[src/rtl/fcd_pkg.sv]
package fcd_pkg;
  localparam int CMP_AW = 11;
  localparam int CMP_DW = 8;

  typedef enum logic [2:0] {
    S_IDLE, S_UNL1, S_UNL2, S_PGM, S_ERS1, S_ERS2, S_ERS3
  } seq_t;

  typedef enum logic [1:0] {
    M_ARRAY = 2'd0, M_IDENT = 2'd1, M_QUERY = 2'd2, M_SECID = 2'd3
  } rmode_t;

  typedef enum logic [3:0] {
    C_NONE, C_AA, C_55, C_A0, C_80, C_50, C_30, C_10,
    C_B0, C_90, C_98, C_88, C_F0
  } code_t;

  typedef struct packed {
    logic k555;
    logic k2aa;
    logic k055;
  } amatch_t;

  typedef struct packed {
    logic pgm;
    logic sec;
    logic blk;
    logic chip;
    logic sus;
    logic res;
  } req_t;
endpackage

[src/rtl/fcd_classify.sv]
module fcd_classify
  import fcd_pkg::*;
(
  input  logic [CMP_AW-1:0] addr_lo,
  input  logic [CMP_DW-1:0] data_lo,
  output amatch_t           am,
  output code_t             code
);
  localparam int NKEY = 3;
  localparam logic [CMP_AW-1:0] KEYS [NKEY] = '{11'h555, 11'h2AA, 11'h055};

  logic [NKEY-1:0] hit;

  genvar gi;
  generate
    for (gi = 0; gi < NKEY; gi++) begin : g_key
      assign hit[gi] = (addr_lo == KEYS[gi]);
    end
  endgenerate

  assign am.k555 = hit[0];
  assign am.k2aa = hit[1];
  assign am.k055 = hit[2];

  always_comb begin
    case (data_lo)
      8'hAA:   code = C_AA;
      8'h55:   code = C_55;
      8'hA0:   code = C_A0;
      8'h80:   code = C_80;
      8'h50:   code = C_50;
      8'h30:   code = C_30;
      8'h10:   code = C_10;
      8'hB0:   code = C_B0;
      8'h90:   code = C_90;
      8'h98:   code = C_98;
      8'h88:   code = C_88;
      8'hF0:   code = C_F0;
      default: code = C_NONE;
    endcase
  end
endmodule

[src/rtl/fcd_seq.sv]
module fcd_seq
  import fcd_pkg::*;
(
  input  logic    clk,
  input  logic    rst_n,
  input  logic    wr_valid,
  input  amatch_t am,
  input  code_t   code,
  input  logic    busy,
  input  logic    suspended,
  input  logic    wp_n,
  output req_t    req,
  output rmode_t  mode,
  output logic    capture
);
  seq_t   st, nxt_st;
  rmode_t nxt_mode;
  req_t   nreq;
  logic   ers_q, nxt_ers;
  logic   abort;

  always_comb begin
    nxt_st   = st;
    nxt_mode = mode;
    nreq     = '0;
    nxt_ers  = ers_q;
    capture  = 1'b0;
    abort    = 1'b0;
    if (wr_valid) begin
      if (busy) begin
        if (code == C_B0 && !suspended && ers_q) nreq.sus = 1'b1;
      end else begin
        nxt_st = S_IDLE;
        unique case (st)
          S_IDLE: begin
            if (code == C_AA && am.k555)      nxt_st   = S_UNL1;
            else if (code == C_F0)            nxt_mode = M_ARRAY;
            else if (code == C_98 && am.k055) nxt_mode = M_QUERY;
            else if (code == C_30 && suspended) nreq.res = 1'b1;
            else                              abort    = 1'b1;
          end
          S_UNL1: begin
            if (code == C_55 && am.k2aa) nxt_st = S_UNL2;
            else                         abort  = 1'b1;
          end
          S_UNL2: begin
            if (!am.k555) abort = 1'b1;
            else begin
              case (code)
                C_A0:    nxt_st   = S_PGM;
                C_80:    nxt_st   = S_ERS1;
                C_90:    nxt_mode = M_IDENT;
                C_98:    nxt_mode = M_QUERY;
                C_88:    nxt_mode = M_SECID;
                C_F0:    nxt_mode = M_ARRAY;
                default: abort    = 1'b1;
              endcase
            end
          end
          S_PGM: begin
            nreq.pgm = 1'b1;
            capture  = 1'b1;
            if (!suspended) nxt_ers = 1'b0;
          end
          S_ERS1: begin
            if (code == C_AA && am.k555) nxt_st = S_ERS2;
            else                         abort  = 1'b1;
          end
          S_ERS2: begin
            if (code == C_55 && am.k2aa) nxt_st = S_ERS3;
            else                         abort  = 1'b1;
          end
          S_ERS3: begin
            if (code == C_50) begin
              nreq.sec = 1'b1; capture = 1'b1; nxt_ers = 1'b1;
            end else if (code == C_30) begin
              nreq.blk = 1'b1; capture = 1'b1; nxt_ers = 1'b1;
            end else if (code == C_10 && am.k555) begin
              if (wp_n) begin
                nreq.chip = 1'b1; capture = 1'b1;
                if (!suspended) nxt_ers = 1'b0;
              end
            end else abort = 1'b1;
          end
          default: abort = 1'b1;
        endcase
        if (abort) nxt_mode = M_ARRAY;
      end
    end
  end

  always_ff @(posedge clk) begin
    if (!rst_n) begin
      st    <= S_IDLE;
      mode  <= M_ARRAY;
      req   <= '0;
      ers_q <= 1'b0;
    end else begin
      st    <= nxt_st;
      mode  <= nxt_mode;
      req   <= nreq;
      ers_q <= nxt_ers;
    end
  end

  // never two requests together
  a_r11_single_req: assert property (@(posedge clk) disable iff (!rst_n)
    $onehot0(req));
  // a pulse always follows an accepted beat
  a_r11_req_after_beat: assert property (@(posedge clk) disable iff (!rst_n)
    (|req) |-> $past(wr_valid));
  // chip erase only with write protect released
  a_r5_wp_blocks_chip: assert property (@(posedge clk) disable iff (!rst_n)
    req.chip |-> $past(wp_n));
  // launches and resume never while busy
  a_r10_busy_no_launch: assert property (@(posedge clk) disable iff (!rst_n)
    (req.pgm || req.sec || req.blk || req.chip || req.res) |-> !$past(busy));
  // suspend only while an unsuspended operation runs
  a_r8_suspend_gate: assert property (@(posedge clk) disable iff (!rst_n)
    req.sus |-> ($past(busy) && !$past(suspended)));
  // resume only from suspend
  a_r9_resume_gate: assert property (@(posedge clk) disable iff (!rst_n)
    req.res |-> $past(suspended));
  // read mode holds without a beat or while busy
  a_r10_mode_hold: assert property (@(posedge clk) disable iff (!rst_n)
    (!wr_valid || busy) |=> $stable(mode));
endmodule

[src/rtl/flash_cmd_decoder.sv]
module flash_cmd_decoder
  import fcd_pkg::*;
#(
  parameter int ADDR_W = 21,
  parameter int DATA_W = 16
) (
  input  logic              clk,
  input  logic              rst_n,
  input  logic              wr_valid,
  output logic              wr_ready,
  input  logic [ADDR_W-1:0] wr_addr,
  input  logic [DATA_W-1:0] wr_data,
  input  logic              busy,
  input  logic              suspended,
  input  logic              wp_n,
  output logic              req_program,
  output logic              req_sector_erase,
  output logic              req_block_erase,
  output logic              req_chip_erase,
  output logic              req_suspend,
  output logic              req_resume,
  output logic [1:0]        rd_mode,
  output logic [ADDR_W-1:0] tgt_addr,
  output logic [DATA_W-1:0] tgt_data
);
  localparam bit WIDTHS_OK = (ADDR_W >= CMP_AW) && (DATA_W >= CMP_DW);

  amatch_t am;
  code_t   code;
  req_t    req;
  rmode_t  mode;
  logic    capture;

  initial if (!WIDTHS_OK) $error("address or data narrower than command fields");

  fcd_classify u_cls (
    .addr_lo (wr_addr[CMP_AW-1:0]),
    .data_lo (wr_data[CMP_DW-1:0]),
    .am      (am),
    .code    (code)
  );

  fcd_seq u_seq (
    .clk       (clk),
    .rst_n     (rst_n),
    .wr_valid  (wr_valid),
    .am        (am),
    .code      (code),
    .busy      (busy),
    .suspended (suspended),
    .wp_n      (wp_n),
    .req       (req),
    .mode      (mode),
    .capture   (capture)
  );

  always_ff @(posedge clk) begin
    if (!rst_n) begin
      tgt_addr <= '0;
      tgt_data <= '0;
    end else if (capture) begin
      tgt_addr <= wr_addr;
      tgt_data <= wr_data;
    end
  end

  assign wr_ready         = 1'b1;
  assign req_program      = req.pgm;
  assign req_sector_erase = req.sec;
  assign req_block_erase  = req.blk;
  assign req_chip_erase   = req.chip;
  assign req_suspend      = req.sus;
  assign req_resume       = req.res;
  assign rd_mode          = mode;

  // program target holds the fourth beat's data
  a_r3_capture_data: assert property (@(posedge clk) disable iff (!rst_n)
    req_program |-> (tgt_data == $past(wr_data)));
  // erase target holds the sixth beat's address
  a_r4_capture_addr: assert property (@(posedge clk) disable iff (!rst_n)
    (req_sector_erase || req_block_erase) |-> (tgt_addr == $past(wr_addr)));
endmodule

[config.mk]
export PLATFORM = sky130hd
export DESIGN_NAME = flash_cmd_decoder
export DESIGN_NICKNAME = d
export VERILOG_FILES = /design/src/rtl/fcd_pkg.sv /design/src/rtl/fcd_classify.sv /design/src/rtl/fcd_seq.sv /design/src/rtl/flash_cmd_decoder.sv
export SDC_FILE = /design/constraint.sdc
export NUM_CORES = 1
export LEC_CHECK = 0
export BUFFER_PORTS_ARGS = -buffer_cell sky130_fd_sc_hd__buf_2
export CORE_UTILIZATION = 50
export DETAILED_ROUTE_END_ITERATION = 10
export PLACE_DENSITY = 0.81
export SYNTH_ARGS = -nofsm -noshare
export SYNTH_HDL_FRONTEND = slang
export SYNTH_SLANG_ARGS = --single-unit
[constraint.sdc]
create_clock -name clk -period 4.1 [get_ports clk]
set_input_delay 0.41 -clock clk [delete_from_list [all_inputs] [get_ports clk]]
set_output_delay 0.41 -clock clk [all_outputs]
set_load 0.005 [all_outputs]
==> results.yml, run 1 <==
outcome:
  run_status: "finished, violations left"
  violations: "DRC"
worst_setup_path:
  worst-setup-path-type: "in2reg"
  cp-start-kind: "input pin"
  worstPathRequired_ns: 4.32
  r2r_cells: 6
  cp-end-kind: "flip-flop"
  critical_path_peak_fanout: 28
  critPathArrivalTime_ns: 2.78
cts:
  cts.path.max_buffers: 2
  cts_resized: 0
  htreeDepth: 2
  cts_hold_buf: 0
  post_cts_buffers: 0
  clkLatencyLatePin_ns: 0.30
  cts_tree: "done"
  cts_root_buffer: "clkbuf_8"
  cts_num_sinks: 49
  cts-buffers-inserted: 5
  path_clk_slew_ns: 0.10
floorplan:
  die_w_microns: 74.4
  ioPinCount: 89
  start_util_pct: 53.7
  die_area_sq_mm: 0.00553
  rows: 25
  coreArea_sq_mm: 0.00488
  die_h_microns: 74.4
synth:
  synth_edf_count: 0
  synth_xor_area_share_pct: 1.00
  yosys_warnings: 0
  synth.distinct_cells: 59
  synth.area.top_cells: "dfxtp_1 37%, mux2i_1 14%, nand2_1 13%, nor2_1 2.1%, nand3_1 1.7%"
  synth_top_cell_by_area: "dfxtp_1"
  async_flop_share_pct: 0
  synth_top_family_by_area: "simple AND/OR/NAND/NOR gates"
  syn_avg_cell_area_sq_um: 8.24
  yosys-top-cells-count: "89 x nand2_1, 49 x dfxtp_1, 37 x mux2i_1, 15 x nor2_1, 12 x clkbuf_1"
  synth_adder_area_share_pct: 0
  syn-num-nets: 361
  netlist_instances: 318
  yosysMostFrequentCell: "nand2_1"
  ys_seq_area_share_pct: 37.4
  synth-seq-cells: 49
  synthSimpleGateAreaFrac_pct: 29.6
  synth_compound_area_share_pct: 12.2
  synth.cell_area_sq_mm: 0.00262
  synthMuxAreaShare_pct: 14.1
  synth_top_area_share_pct: 37.4
  synth_top_flop_cell: "dfxtp_1"
placement:
  portBuffers: 87
  placed_cell_area_sq_mm: 0.00304
  dp_worst_setup_slack_ns: 1.26
  globalplace.congestion: 0.970
  detailed_place_hpwl_microns: 4550
route:
  ant_nets: 0
  drt_iter0_markers: 199
  drc_errors: 1
  dr_total_vias: 2525
  detail_route.wl_per_cell_microns: 13.3
  drt_pre_antenna_iters: 8
  vias_per_cell: 5.48
  wl_microns: 6130
cells_and_area:
  drive_above_1_share_pct: 27.7
  diodes: 0
  utilization_pct: 64.6
  stdcell_area_sq_mm: 0.00315
  nets: 436
  areaGrowthSynthToFinish_pct: 20.2
timing:
  hold_viol: 0
  drv_slew: 0
  min_period_over_period_pct: 62.4
  clock_skew_ns: 0.0108
  fin_ws_ns: 1.54
  fmax_mhz: 391
  min_period_ns: 2.56
  setup_viol: 0
  finalSetupTns_ns: 0
  rsz0062_at_grt: "no"
hold_path:
  hp-class: "in2reg"
  min_path_cells: 3
global_route:
  overflow: 0
  grt_usage_pct: 23.2
  antenna_found_initial: 0
  grt_max_degree: 54
  grt_pass1_vias: 2218
  grt_pass1_wl_microns: 9880
pwr:
  power_density_mw_per_mm2: 293
  vdd_ir_drop_max_mv: 0.162
  leakagePower_uw: 0.00135
run:
  cap_violations: 0
## routing by layer
metal	up-vias	share of wire, %	global-route usage, %
li1	1267	-	-
met1	1134	44	30.2
met2	109	46	36.7
met3	15	7.6	5.83
met4	0	1.7	9.01
met5	-	0	0
## cell families (layout without fill, tap and decap cells)
family	count (synthesis)	in the layout
AND/OR/NAND/NOR	160	160
flip-flops	49	49
AO/OA/AOI/OAI	43	43
multiplexers	37	37
buffers and inverters	25	101
XOR/XNOR	3	3
other	1	1
## cell usage in the layout (no fill, tap or decap), types with 2 or more instances in the layout
master,instances
nand2b_1,3
nand3_1,9
o21a_1,2
and2_1,2
nor4b_1,3
and4b_1,2
clkbuf_8,5
xor2_1,2
nor3_2,2
o21ai_0,9
buf_2,87
a31oi_1,2
nor4_1,2
or3_1,3
nor3_1,5
nand4_1,7
a21oi_1,5
mux2i_1,37
and3_1,3
dfxtp_1,49
or4_1,2
inv_1,4
o21ai_1,3
a21o_1,2
nor2_1,15
o2111ai_1,2
a211oi_1,2
nor2b_1,5
nand2_1,89
## flip-flops by register name, indices dropped and copies added, names as in the netlist
register / cells
u_seq.mode: 2
u_seq.req: 6
tgt_data: 16
u_seq.st: 3
u_seq.ers_q: 1
tgt_addr: 21
## report_power, final
group,internal [uW],switching [uW]
clock network,183,162
registers,478,3.19
logic,38.7,59.3
total,700,225
## metrics by stage
stage	hold WS, ns	instances	power, uW
CTS	0.336	461	935
finish	0.349	461	924
global route	0.330	461	972
floorplan	0.445	318	552
global placement	0.439	453	588
detailed placement	0.446	453	589
## worst max-delay path: stages
cell,delay (ns)
buf_2,0.23
or3b_1,0.47
nor3_2,0.13
and4_4,0.28
o21ai_2,0.09
a211oi_2,0.22
o311a_2,0.43
buf_12,0.28
mux2i_1,0.22
## final timing paths
path | start | end | slack [ns]
min reg2reg | u_seq.mode[1]$_SDFFE_PN0P_ | u_seq.mode[1]$_SDFFE_PN0P_ | 0.46
max | wr_data[4] | tgt_addr[13]$_SDFFE_PN0P_ | 1.54
max reg2reg | u_seq.st[0]$_SDFFE_PN0P_ | tgt_addr[13]$_SDFFE_PN0P_ | 2.30
min | wr_data[14] | tgt_data[14]$_SDFFE_PN0P_ | 0.35
## layout make-up
class                           count  area (sq um)
Fill cell                         435          1730
Multi-Input combinational cell    244          1500
Sequential cell                    49           981
Timing Repair Buffer               89           463
Tap cell                           67          83.8
Clock buffer                        5          68.8
Clock inverter                      3          43.8
Inverter                            4          15.0
(Power assumes the default switching activity.)
==> run 2, diff against run 1 <==
ABC_AREA = 1   (was unset)
CORE_UTILIZATION = 45   (was 50)
PLACE_DENSITY = 0.77   (was 0.81)
clock period = 2.05 ns   (was 4.1 ns; I/O delays follow)
==> run 2 against run 1 <==
Against the previous run: the run now ends clean; global-route usage shrank 2.1 points; highest routed layer unchanged; critical path type is now reg2reg; non-clock buffer count grew 2; die area increased by 10%; first-iteration DRC count is 15% lower; clock power is 76% higher.
==> results.yml, run 2 <==
hold_path:
  hold_start: "wr_addr[14]"
  hp-class: "in2reg"
run:
  cap_violations: 0
worst_setup_path:
  worst-setup-path-type: "reg2reg"
  crit_start: "u_seq.st[1]$_SDFFE_PN0P_"
  critical_path_peak_fanout: 30
  crit_family: "simple AND/OR/NAND/NOR gates"
  path_common_cell: "nor2_1"
  critPathArrivalTime_ns: 1.99
  critical-path-slowest-cell: "dfxtp_1"
  crit_path_max_incr_delay_ns: 0.42
  path_cells: "inv_1 -> nor3_4 -> nor2_1 -> nor2_1 -> nand3_2 -> buf_4 -> o21ai_0 -> a21oi_1"
  r2r-start: "u_seq.st[1]$_SDFFE_PN0P_"
  worstPathRequired_ns: 2.24
  path_buf_inv: 2
  cp-end-kind: "flip-flop"
  cp-start-kind: "flip-flop"
route:
  drt_pre_antenna_iters: 4
  dr_total_vias: 2575
  wl_microns: 6110
  drt_iter0_markers: 170
  ant_nets: 0
  drc_errors: 0
  vias_per_cell: 5.01
  detail_route.wl_per_cell_microns: 11.9
timing:
  fmax_mhz: 556
  setup_viol: 0
  rsz0062_at_grt: "no"
  clock_skew_ns: 0.0103
  min_period_ns: 1.80
  drv_slew: 0
  min_period_over_period_pct: 87.8
  finalSetupTns_ns: 0
  hold_viol: 0
  hold_ws_ns: 0.151
placement:
  globalplace.congestion: 0.913
  portBuffers: 87
  detailed_place_hpwl_microns: 4590
pwr:
  power_density_mw_per_mm2: 542
  p_total_uw: 1710
  vdd_ir_drop_max_mv: 0.381
  leakagePower_uw: 0.00141
cells_and_area:
  utilization_pct: 57.0
  nets: 484
  final_cell_mix: "87 x buf_2, 58 x inv_1, 48 x dfxtp_1"
  drive_above_1_share_pct: 34.8
  regArea_sq_um: 982
  regMostFlops: "tgt_addr"
  multiInputGateArea_sq_mm: 0.00127
  top_regs: "tgt_addr: 21 flops, tgt_data: 16 flops, u_seq.req: 6 flops"
  fill_cells: 539
  largest_reg_flops: 21
  areaGrowthSynthToFinish_pct: 21.4
  layout_commonest_cell: "buf_2"
  diodes: 0
synth:
  synth_xor_area_share_pct: 0
  synth_top_cell_by_area: "dfxtp_1"
  synth.cell_area_sq_mm: 0.00260
  synth_top_area_share_pct: 37.7
  netlist_instances: 357
  synth_compound_area_share_pct: 19.5
  synth.area.top_cells: "dfxtp_1 38%, inv_1 8.4%, a21oi_1 6.5%, o21ai_0 5.0%, nand2_1 4.8%"
  synthMuxAreaShare_pct: 0
  syn_avg_cell_area_sq_um: 7.29
  synth_edf_count: 0
  synth_top_family_by_area: "simple AND/OR/NAND/NOR gates"
  ys_seq_area_share_pct: 37.7
  synthSimpleGateAreaFrac_pct: 28.9
  yosys-top-cells-count: "58 x inv_1, 49 x dfxtp_1, 34 x a21oi_1, 33 x nand2_1, 30 x nor2_1"
  synth.distinct_cells: 36
  syn-num-nets: 400
  synth_top_flop_cell: "dfxtp_1"
  synth-seq-cells: 49
  synth_adder_area_share_pct: 0
  yosysMostFrequentCell: "inv_1"
  yosys_warnings: 0
  async_flop_share_pct: 0
cts:
  clkLatencyLatePin_ns: 0.31
  htreeDepth: 2
  cts_tree: "done"
  cts.path.max_buffers: 2
  cts-buffers-inserted: 5
  cts_num_sinks: 49
  cts_root_buffer: "clkbuf_8"
  path_clk_slew_ns: 0.09
global_route:
  grt_pass1_vias: 2304
  met3_usage_pct: 5.35
  overflow: 0
  grt.met2_usage_pct: 35.5
  grt_usage_pct: 21.1
  grt_use_met1_pct: 26.1
  busiest_layer: "met2"
  antenna_found_initial: 0
  grt_pass1_wl_microns: 10200
  grt_max_degree: 46
floorplan:
  coreArea_sq_mm: 0.00554
  ioPinCount: 89
  die_h_microns: 78.1
  start_util_pct: 47.0
  die_area_sq_mm: 0.00609
  die_w_microns: 78.1
  rows: 27
outcome:
  run_status: "completed"
## run 2: cell types whose count changed after synthesis, moves of 10 or more
cell,previous run,this run
a21oi_1,5,34
nor2_2,0,13
o21ai_0,9,26
inv_1,4,58
nor2_1,15,30
mux2i_1,37,0
a21oi_2,0,11
nand2_1,89,33
nand3_1,9,19
## run 2: per-layer routing
layer | wire length (microns) | vias up
met5 | 0 | -
met4 | 107 | 0
met3 | 425 | 13
met2 | 2730 | 97
met1 | 2850 | 1145
li1 | - | 1320
## run 2: metrics by stage
stage / instance area, sq um / std cells / setup WS, ns
2_1_floorplan: 2600 / 357 / 0.468
3_3_place_gp: 3060 / 506 / 0.182
3_5_place_dp: 3060 / 506 / 0.166
4_1_cts: 3150 / 514 / 0.155
5_1_grt: 3160 / 514 / 0.0395
6_report: 3160 / 514 / 0.250
## run 2: logic make-up (layout without fill, tap and decap cells)
| kind of cell | count (synthesis) | count (layout) |
|---|---|---|
| and+or+nand+nor | 140 | 140 |
| AOI/OAI and AO/OA | 88 | 88 |
| other | 1 | 1 |
| DFF | 49 | 49 |
| buffers and inverters | 79 | 164 |
## run 2: area by class of cell
class / count / area share, %
Multi-Input combinational cell: 229 / 40.2
Sequential cell: 49 / 31.1
Clock buffer: 6 / 2.61
Inverter: 65 / 7.72
Timing Repair Buffer: 91 / 15.1
Tap cell: 72 / 2.85
Clock inverter: 2 / 0.435
## run 2: timing repair
| item | CTS | global route |
|---|---|---|
| hold buffers | 0 | 0 |
| buffers inserted | 0 | 0 |
| setup endpoints to repair | 0 | 22 |
| resized for setup | 0 | 2 |
## run 2: final timing paths
check | slack [ns] | depth (start not counted) | endpoint
hold reg to reg | 0.44 | 2 | tgt_data[8]$_SDFFE_PN0P_
setup reg to reg | 0.25 | 8 | tgt_data[3]$_SDFFE_PN0P_
setup / recovery | 0.25 | 8 | tgt_data[3]$_SDFFE_PN0P_
hold / removal | 0.15 | 3 | tgt_addr[14]$_SDFFE_PN0P_
## run 2: power by group
| part | switching [uW] | leakage, uW | internal, uW | total [uW] |
|---|---|---|---|---|
| Sequential | 0.989 | 0.000395 | 953 | 954 |
| Clock | 333 | 0.0000512 | 274 | 607 |
| Combinational | 93.7 | 0.000968 | 58.0 | 152 |
## run 2: worst min-delay path, delay by kind of cell
family          cells  cell delay [ns]
buf+inv             1             0.08
compound gates      2             0.13
